### src/rtl/buck_mode_pkg.sv
package buck_mode_pkg;
  typedef enum logic {
    MODE_PWM = 1'b0,
    MODE_PSV = 1'b1
  } mode_e;
endpackage

### src/rtl/buck_ll_mode.sv
module buck_ll_mode
  import buck_mode_pkg::*;
#(
  parameter int LL_CYCLES = 16
) (
  input  logic  clk,
  input  logic  rst_n,
  input  logic  pwm_tick,
  input  logic  pk_above,
  input  logic  ss_active,
  input  logic  v_below_lo,
  output mode_e mode
);
  localparam int CW = $clog2(LL_CYCLES + 1);

  logic [CW-1:0] ll_cnt;
  logic          heavy_seen;
  logic          heavy_eff;

  // the tick cycle itself still belongs to the period being closed
  assign heavy_eff = heavy_seen | pk_above;

  always_ff @(posedge clk or negedge rst_n) begin
    if (!rst_n) begin
      mode       <= MODE_PWM;
      ll_cnt     <= '0;
      heavy_seen <= 1'b0;
    end else begin
      heavy_seen <= (pwm_tick || mode == MODE_PSV) ? 1'b0 : heavy_eff;
      case (mode)
        MODE_PWM: begin
          if (ss_active) begin
            ll_cnt <= '0;
          end else if (pwm_tick) begin
            if (heavy_eff) begin
              ll_cnt <= '0;
            end else if (ll_cnt == CW'(LL_CYCLES - 1)) begin
              ll_cnt <= '0;
              mode   <= MODE_PSV;
            end else begin
              ll_cnt <= ll_cnt + CW'(1);
            end
          end
        end
        default: begin
          if (v_below_lo || ss_active) begin
            mode   <= MODE_PWM;
            ll_cnt <= '0;
          end
        end
      endcase
    end
  end
endmodule

### src/rtl/buck_gate_req.sv
module buck_gate_req
  import buck_mode_pkg::*;
(
  input  logic  clk,
  input  logic  rst_n,
  input  mode_e mode,
  input  logic  pwm_tick,
  input  logic  pwm_cmp,
  input  logic  i_lim,
  input  logic  v_below_nom,
  input  logic  v_above_hi,
  input  logic  i_zero,
  output logic  hs_req,
  output logic  ls_req
);
  logic hs_n, ls_n;

  always_comb begin
    hs_n = hs_req;
    ls_n = ls_req;
    if (mode == MODE_PWM) begin
      if (pwm_tick) begin
        hs_n = pwm_cmp && !i_lim;
        ls_n = 1'b0;
      end else if (hs_req && (!pwm_cmp || i_lim)) begin
        hs_n = 1'b0;
        ls_n = 1'b1;
      end else if (ls_req && i_zero) begin
        ls_n = 1'b0;
      end
    end else begin
      if (hs_req) begin
        if (v_above_hi || i_lim) begin
          hs_n = 1'b0;
          ls_n = 1'b1;
        end
      end else if (v_below_nom && !v_above_hi && !i_lim) begin
        hs_n = 1'b1;
        ls_n = 1'b0;
      end else if (ls_req && i_zero) begin
        ls_n = 1'b0;
      end
    end
  end

  always_ff @(posedge clk or negedge rst_n) begin
    if (!rst_n) begin
      hs_req <= 1'b0;
      ls_req <= 1'b0;
    end else begin
      hs_req <= hs_n;
      ls_req <= ls_n;
    end
  end
endmodule

### src/rtl/buck_deadtime.sv
module buck_deadtime #(
  parameter int DEAD_CYC = 6
) (
  input  logic clk,
  input  logic rst_n,
  input  logic hs_req,
  input  logic ls_req,
  output logic hs_gate,
  output logic ls_gate
);
  generate
    if (DEAD_CYC == 0) begin : g_nogap
      always_ff @(posedge clk or negedge rst_n) begin
        if (!rst_n) begin
          hs_gate <= 1'b0;
          ls_gate <= 1'b0;
        end else begin
          hs_gate <= hs_req && !ls_gate;
          ls_gate <= ls_req && !hs_req && !hs_gate;
        end
      end
    end else begin : g_gap
      localparam int DW = $clog2(DEAD_CYC + 1);
      logic [DW-1:0] off_cnt;
      logic          gap_ok;

      assign gap_ok = (off_cnt == DW'(DEAD_CYC)) && !hs_gate && !ls_gate;

      always_ff @(posedge clk or negedge rst_n) begin
        if (!rst_n) begin
          off_cnt <= '0;
          hs_gate <= 1'b0;
          ls_gate <= 1'b0;
        end else begin
          if (hs_gate || ls_gate)
            off_cnt <= '0;
          else if (off_cnt != DW'(DEAD_CYC))
            off_cnt <= off_cnt + DW'(1);
          hs_gate <= hs_gate ? hs_req : (hs_req && gap_ok);
          ls_gate <= ls_gate ? ls_req : (ls_req && !hs_req && gap_ok);
        end
      end
    end
  endgenerate
endmodule

### src/rtl/buck_mode_ctrl.sv
module buck_mode_ctrl
  import buck_mode_pkg::*;
#(
  parameter int LL_CYCLES = 16,
  parameter int DEAD_CYC  = 6
) (
  input  logic clk,
  input  logic rst_n,
  input  logic pwm_tick,
  input  logic pwm_cmp,
  input  logic pk_above,
  input  logic i_lim,
  input  logic v_below_nom,
  input  logic v_above_hi,
  input  logic v_below_lo,
  input  logic i_zero,
  input  logic ss_active,
  output logic hs_gate,
  output logic ls_gate,
  output logic mode_psv,
  output logic ilim_quarter
);
  mode_e mode;
  logic  hs_req, ls_req;

  buck_ll_mode #(.LL_CYCLES(LL_CYCLES)) u_mode (
    .clk(clk), .rst_n(rst_n), .pwm_tick(pwm_tick), .pk_above(pk_above),
    .ss_active(ss_active), .v_below_lo(v_below_lo), .mode(mode)
  );

  buck_gate_req u_req (
    .clk(clk), .rst_n(rst_n), .mode(mode), .pwm_tick(pwm_tick),
    .pwm_cmp(pwm_cmp), .i_lim(i_lim), .v_below_nom(v_below_nom),
    .v_above_hi(v_above_hi), .i_zero(i_zero),
    .hs_req(hs_req), .ls_req(ls_req)
  );

  buck_deadtime #(.DEAD_CYC(DEAD_CYC)) u_dead (
    .clk(clk), .rst_n(rst_n), .hs_req(hs_req), .ls_req(ls_req),
    .hs_gate(hs_gate), .ls_gate(ls_gate)
  );

  assign mode_psv     = (mode == MODE_PSV);
  assign ilim_quarter = mode_psv;
endmodule

### config.mk
export PLATFORM = sky130hd
export DESIGN_NAME = buck_mode_ctrl
export DESIGN_NICKNAME = d
export VERILOG_FILES = /design/src/rtl/buck_mode_pkg.sv /design/src/rtl/buck_ll_mode.sv /design/src/rtl/buck_gate_req.sv /design/src/rtl/buck_deadtime.sv /design/src/rtl/buck_mode_ctrl.sv
export SDC_FILE = /design/constraint.sdc
export NUM_CORES = 1
export LEC_CHECK = 0
export BUFFER_PORTS_ARGS = -buffer_cell sky130_fd_sc_hd__buf_2
export CORE_UTILIZATION = 52
export CTS_CLUSTER_SIZE = 10
export DETAILED_ROUTE_END_ITERATION = 7
export GPL_ROUTABILITY_DRIVEN = 0
export PLACE_DENSITY = 0.85
export SKIP_LAST_GASP = 1
export SLEW_MARGIN = 20
export SYNTH_ARGS = -nofsm -noshare
export SYNTH_HDL_FRONTEND = slang
export SYNTH_SLANG_ARGS = --single-unit
### constraint.sdc
create_clock -name clk -period 2 [get_ports clk]
set_clock_uncertainty 0.2 [all_clocks]
set_input_delay 0.4 -clock clk [delete_from_list [all_inputs] [get_ports clk]]
set_output_delay 0.4 -clock clk [all_outputs]
set_load 0.02 [all_outputs]
# Yosys cells after proc, flatten, opt, wreduce, memory -nomap -nowiden
# Index checks and enable logic that the tools add are counted.
dict set report classes {
  n_addsub 2
  eq_ne 5
  n_mux 30
  n_bitwise 1
  n_reduce_logical 25
}
# operator n
set op_table {}
lappend op_table {{2-to-1 mux 5 bit} 6}
lappend op_table {{2-to-1 mux 1 bit} 22}
lappend op_table {{logical AND 1 bit} 10}
lappend op_table {{logical NOT 1 bit} 6}
lappend op_table {{2-to-1 mux 3 bit} 2}
lappend op_table {{inequality test 3 bit, second input constant} 2}
lappend op_table {{nonzero test 3 bit} 2}
lappend op_table {{adder 5 x 1 -> 5 bit, second input constant} 1}
lappend op_table {{== test 5 x 4 -> 1 bit, second input constant} 1}
lappend op_table {{logical OR 1 bit} 5}
lappend op_table {{adder 3 x 1 -> 3 bit, second input constant} 1}
lappend op_table {{== test 3 bit, second input constant} 1}
lappend op_table {{inequality test 2 bit, second input constant} 1}
lappend op_table {{AND reduction 2 bit} 1}
lappend op_table {{nonzero test 2 bit} 1}
lappend op_table {{bitwise OR 1 bit} 1}
dict set report totals {
  reg_bits 14
  in_bits 11
  out_inout_bits 4
  word_cells 71
}

# Longest topological paths before layout
# Gate-level depths: netlist of the first run.
dict set report logic_depth {
  ltp_word 6
  ltp_mapped 5
  depth_no_buf 5
}

# Hierarchy
# A second synthesis of the first run with hierarchy kept.
dict set report unflattened {
  hier_cells 70
  hier_area_um2 765.7
}
# module n_inst cells_per_inst area_each_um2 seq_area_each_um2
set modules_own_cells {}
lappend modules_own_cells {buck_ll_mode 1 33 371.6 175.2}
lappend modules_own_cells {buck_deadtime 1 21 257.7 125.1}
lappend modules_own_cells {buck_gate_req 1 15 128.9 50.0}
lappend modules_own_cells {buck_mode_ctrl 1 1 7.5 0.0}

# Worst setup path after synthesis of the first run
# Ideal clock, no wire load.
dict set report synth_path {
  kind {reg-to-reg}
  from {register u_mode.mode}
  to {register u_mode.ll_cnt[2]}
  setup_ps 122
  arrival_ps 1427
  required_ps 1678
  slack_ps 252
  stages_incl_launch_ff 5
  path_buffers 1
  period_less_slack_ps 1748
  cell_sequence {dfrtp_1 -> buf_6 -> mux2_4 -> or2_1 -> a32o_1}
}
dict set report synth_via {
  elab_chain_cells 2
  word_cells_on_any_way 4
  cone_classes {eq/ne (1); mux (1); reduce/logical (2)}
}
# element line
set synth_rtl {}
lappend synth_rtl {{from (decl)} buck_ll_mode.sv:12} ;# output mode_e mode
lappend synth_rtl {{from (signal assigned)} buck_ll_mode.sv:25} ;# mode <= MODE_PWM;
lappend synth_rtl {{from (signal assigned)} buck_ll_mode.sv:39} ;# mode <= MODE_PSV;
lappend synth_rtl {{from (signal assigned)} buck_ll_mode.sv:47} ;# mode <= MODE_PWM;
lappend synth_rtl {{inequality test 2 bit (no line) or nonzero test 3 bit (tied branches)} --}
lappend synth_rtl {{AND reduction 2 bit (no line)} --}
lappend synth_rtl {{to (signal assigned)} buck_ll_mode.sv:41} ;# ll_cnt <= ll_cnt + CW'(1);
lappend synth_rtl {{to (decl)} buck_ll_mode.sv:16} ;# logic [CW-1:0] ll_cnt;
# Several ways; a longest one is shown, not always the timed one.
# A chain may end at the register's enable or synchronous reset.

# Final worst setup path of the first run
dict set report layout_path {
  from {register u_mode.mode}
  to {output mode_psv}
}
# element line
set layout_lines {}
lappend layout_lines {{to (decl)} buck_mode_ctrl.sv:20} ;# output logic mode_psv,
# No word-level cell between the ends.

==> results.json, run 1 <==
{
  "synth.largest_area_cell": "dfrtp_1",
  "dieArea_sq_um": 1600,
  "met1_length_microns": 667,
  "worstSetupPathDepth": 2,
  "async_flop_share_pct": 100,
  "syn-num-nets": 83,
  "crit_start": "u_mode.mode",
  "r2r-start": "u_mode.heavy_seen",
  "io_buffers": 14,
  "ys_seq_area_share_pct": 46.5,
  "highest_layer": "met4",
  "worstSetupEndpointType": "output pin",
  "r2r-end": "u_mode.ll_cnt[3]",
  "dr_wl_met2_microns": 612,
  "syn_to_final_growth_pct": 16.4,
  "crit_path_end": "mode_psv",
  "clock_path_buffers": 2,
  "cp.required_ns": 1.40,
  "netlist_instances": 69,
  "grt_setup_unrepaired": "no",
  "track_usage_pct": 22.7,
  "netlist.area_leader.share_pct": 46.5,
  "synth_warnings": 0,
  "dp_cells": 97,
  "r2r_setup_slack_ns": 0.34,
  "synth_edf_count": 0,
  "filler_cell_count": 100,
  "ys_ff_latch": 14,
  "path_buf_inv": 2,
  "path_class": "reg2out",
  "dr.pass1.iters": 4,
  "max_freq_ghz": 0.586,
  "grt_first_pass_wirelength_microns": 2300,
  "worst_slew_pin_slew_ns": 0.366,
  "htree_num_levels": 1,
  "hold_class": "in2reg",
  "final_antenna_net_count": 0,
  "antenna_found_initial": 0,
  "die_w_microns": 40.1,
  "maxCapViolCount": 0,
  "grt_overflow_total": 0,
  "cts_resized": 0,
  "drcViolationCount": 0,
  "drt-initial-drc-count": 17,
  "fin_crit_ns": 1.71,
  "synthDistinctLibCells": 35,
  "vdd_ir_drop_max_mv": 0.408,
  "rows": 13,
  "critPathMaxFanout": 7,
  "wire_per_inst_microns": 13.6,
  "holdBufCountCts": 1,
  "core_area_sq_um": 1320,
  "post-route-period-util_pct": 85.4,
  "finalNonFillerCells": 102,
  "fin_nets": 102,
  "synth.avg_cell_area_sq_um": 10.9,
  "status": "finished, final reports clean",
  "rr_worst_depth": 3,
  "place_area_sq_um": 831,
  "slew_headroom_pct": 75.0,
  "synthFlopType": "dfrtp_1",
  "path_delay_family": "flip-flops",
  "root_buffer": "clkbuf_4",
  "synthesis.area_sq_um": 753,
  "dr_wl_met3_microns": 82,
  "wl_microns": 1390,
  "via_per_inst": 5.86,
  "cts_sinks": 14,
  "yosys-top-cells-count": "dfrtp_1, inv_1, nor3_1",
  "start_util_pct": 57.2,
  "critPathSlowestCell": "dfrtp_1",
  "crit_arrival_ns": 1.11,
  "grt_start_max_net_pins": 15,
  "power_density_nw_per_um2": 837,
  "io_pins": 15,
  "num_vias": 598,
  "cts_made_buffers": 3,
  "hold_violations": 0,
  "dpl.hpwl_microns": 1050,
  "slowest_delay_ns": 0.46,
  "chipHeight_microns": 40.1,
  "leakagePower_uw": 0.000417,
  "cp-start-kind": "flop",
  "drive_gt1_share_pct": 27.6,
  "tritoncts": "built",
  "setup_viol": 0,
  "clk_pin_slew_ns": 0.08,
  "diodes": 0,
  "yosys.cell_count.top_type": "dfrtp_1",
  "post_cts_buffers": 0,
  "yosys-top-cells-area": "dfrtp_1, ha_1, mux2i_1",
  "design_area_sq_um": 877,
  "grt_pass1_vias": 543,
  "slew_viol_final": 0,
  "clkLatencyLatePin_ns": 0.29,
  "path_cells": "buf_4 -> buf_2",
  "setup_tns_ns": 0
}
## layer usage
layer / vias to the layer above / track usage (%)
li1: 293 / -
met2: 23 / 35.5
met1: 278 / 27.8
met4: 0 / 15.5
met5: - / 0
met3: 4 / 5.00
## area by class of cell
cell class,instances,area [sq um],area share (%)
inverter,6,22.5,2.57
timing repair buffer,16,87.6,9.99
multi-input combinational,47,362,41.2
sequential,14,350,39.9
clock buffer,4,36.3,4.14
tap,15,18.8,2.14
## cell families after synthesis
group | synth area share (%)
fa+ha+maj | 4.98
buf+inv | 5.48
compound gates | 17.9
xor+xnor | 1.16
flops | 46.5
mux | 5.98
simple gates | 17.9
## where the power goes
| part | internal, uW | leakage [uW] | switching, uW |
|---|---|---|---|
| logic | 82.4 | 0.000211 | 87.2 |
| clock network | 111 | 0.0000210 | 95.4 |
| registers | 324 | 0.000185 | 33.9 |
## registers in the layout, indices dropped and copies added (netlist names)
signal and flops:
u_mode.mode 1, u_mode.ll_cnt 5, u_dead.ls_gate 1, u_dead.g_gap.off_cnt 3, u_req.ls_req 1, u_mode.heavy_seen 1, u_req.hs_req 1, u_dead.hs_gate 1
## layout by cell type (no fill, tap or decap), types with 2 or more instances in the layout
master     n
buf_2     14
dfrtp_1   14
inv_1      6
nor3_1     4
nor2_1     3
nand2b_1   3
mux2i_1    3
ha_1       3
clkbuf_4   3
nand2_1    2
o21a_1     2
nand3_1    2
o21ai_0    2
o22ai_1    2
## worst min-delay path by stage
stage          startpoint                 endpoint  slack, ns  cells past startpoint
2_1_floorplan       rst_n  u_dead.g_gap.off_cnt[0]       -0.1                      0
3_3_place_gp        rst_n         u_mode.ll_cnt[2]       0.11                      1
3_5_place_dp        rst_n         u_mode.ll_cnt[2]       0.11                      1
4_1_cts             i_lim             u_req.hs_req       0.09                      2
5_1_grt             i_lim             u_req.hs_req       0.11                      2
6_report            i_lim             u_req.hs_req        0.1                      2
## worst reg2reg max path: stages, from the launching register on
cell       delay [ns]
dfrtp_1          0.41
or4_4            0.55
o32ai_2          0.29
o2bb2ai_1        0.15
## metrics by stage
step	power [uW]	hold WS, ns	util [%]	setup WS, ns
6_report	734	0.0954	66.6	0.293
2_1_floorplan	482	-0.0956	-	0.252
4_1_cts	743	0.0916	66.6	0.296
5_1_grt	780	0.107	66.6	0.223
3_5_place_dp	538	0.112	63.1	0.224
3_3_place_gp	523	0.107	63.1	0.295
Note: power is estimated with default switching activity, not from simulation.
==> inputs of run 2 (changes only) <==
- BUFFER_PORTS_ARGS: -buffer_cell sky130_fd_sc_hd__buf_2 -> default
- CORE_AREA: default -> 2 2 39 41
- CORE_UTILIZATION: 52 -> default
- DIE_AREA: default -> 0 0 41 43
- DONT_BUFFER_PORTS: default -> 1
- PLACE_DENSITY: 0.85 -> 0.81
==> results.json, run 2 (same netlist as run 1, synthesis figures left out) <==
{
  "hold_class": "in2reg",
  "setup_tns_ns": 0,
  "grt_setup_unrepaired": "no",
  "clock_path_buffers": 2,
  "cts_sinks": 14,
  "path_class": "reg2reg",
  "io_buffers": 0,
  "rr_worst_depth": 4,
  "status": "finished, final reports clean",
  "clkLatencyLatePin_ns": 0.28,
  "power_density_nw_per_um2": 867,
  "leakagePower_uw": 0.000364,
  "wire_per_inst_microns": 14.6,
  "drcViolationCount": 0,
  "core_area_sq_um": 1380,
  "critPathMaxFanout": 6,
  "cp.required_ns": 1.97,
  "drive_gt1_share_pct": 13.3,
  "slew_headroom_pct": 57.9,
  "antenna_found_initial": 0,
  "reg.largest.list": "u_mode.ll_cnt x5, u_dead.g_gap.off_cnt x3",
  "track_usage_pct": 20.6,
  "cts_made_buffers": 3,
  "worstSetupEndpointType": "flop",
  "largest-register": "u_mode.ll_cnt",
  "worst_slew_pin_slew_ns": 0.630,
  "clk_pin_slew_ns": 0.09,
  "holdPathStages": 1,
  "chipHeight_microns": 43,
  "wl_microns": 1330,
  "cp-start-kind": "flop",
  "hold_violations": 0,
  "grt_start_max_net_pins": 15,
  "io_pins": 15,
  "start_util_pct": 54.4,
  "final_antenna_net_count": 0,
  "cts_resized": 0,
  "dp_cells": 84,
  "fin_nets": 90,
  "diodes": 0,
  "via_per_inst": 6.05,
  "rows": 14,
  "crit_arrival_ns": 1.61,
  "num_vias": 551,
  "dieArea_sq_um": 1760,
  "post-route-period-util_pct": 81.7,
  "maxCapViolCount": 0,
  "htree_num_levels": 1,
  "finalNonFillerCells": 91,
  "grt_pass1_vias": 579,
  "tritoncts": "built",
  "vdd_ir_drop_max_mv": 0.603,
  "syn_to_final_growth_pct": 9.97,
  "dpl.hpwl_microns": 999,
  "setup_viol": 0,
  "grt_overflow_total": 0,
  "slew_viol_final": 0,
  "max_freq_ghz": 0.612,
  "fin_crit_ns": 1.63,
  "die_w_microns": 41,
  "grt_first_pass_wirelength_microns": 2440,
  "drt-initial-drc-count": 10,
  "final_common_cell": "dfrtp_1",
  "dr.pass1.iters": 4,
  "layout_common_cells": "dfrtp_1, inv_1, nor3_1",
  "largest_register_ffs": 5,
  "root_buffer": "clkbuf_4"
}
## run 2: changes by cell type in the layout (fill, tap and decap cells not counted), sizes merged
cell and delta:
dlygate4sd3 +2, buf -14
## run 2: repair_timing
item / in CTS / in global routing
buffers inserted: 0 / 0
hold buffers: 3 / 0
endpoints found under the hold margin: 16 / 0
## run 2: area by class of cell
class / instances / area, sq um
clock buffer: 4 / 36.3
fill: 111 / 556
inverter: 6 / 22.5
multi-input combinational: 47 / 362
sequential: 14 / 350
tap: 16 / 20.0
timing repair buffer: 4 / 37.5
## run 2: worst paths after layout
path                                            to        startpoint  slack [ns]
max                                   u_req.ls_req       u_mode.mode        0.37
min                                    u_mode.mode        v_below_lo        0.02
max reg2reg                           u_req.ls_req       u_mode.mode        0.37
min reg2reg                       u_mode.ll_cnt[0]  u_mode.ll_cnt[0]        0.30
max in group asynchronous         u_mode.ll_cnt[2]             rst_n        0.82
min in group asynchronous  u_dead.g_gap.off_cnt[2]             rst_n        0.37
## run 2: metrics by stage
stage	power, uW	area, sq um	util [%]	setup slack [ns]	hold WS [ns]
after floorplan	482	753	-	0.252	-0.0956
after global placement	500	762	55.1	0.407	-0.0952
after detailed placement	514	762	55.1	0.377	-0.0951
after CTS	726	828	59.9	0.359	0.0141
after global routing	776	828	59.9	0.222	0.0281
final	718	828	59.9	0.367	0.0228
## run 2: worst max-delay path, stage by stage (launching register included)
cell,delay [ns]
dfrtp_1,0.46
buf_4,0.25
nor3b_1,0.27
a21oi_1,0.11
o221a_2,0.24
## run 2: power by group
group | switching [uW] | internal, uW
Sequential | 35.2 | 324
Clock | 91.8 | 111
Combinational | 77.6 | 78.8
## run 2: routing by layer
layer  part of all wire (%)  wire (microns)  up-vias  global-route usage, %
met1                     44             589      264                   29.4
li1                       -               -      270                      -
met5                      0               0        -                      0
met2                     50             660       15                   30.0
met4                    1.4              18        0                   10.0
met3                    4.6              61        2                   2.62
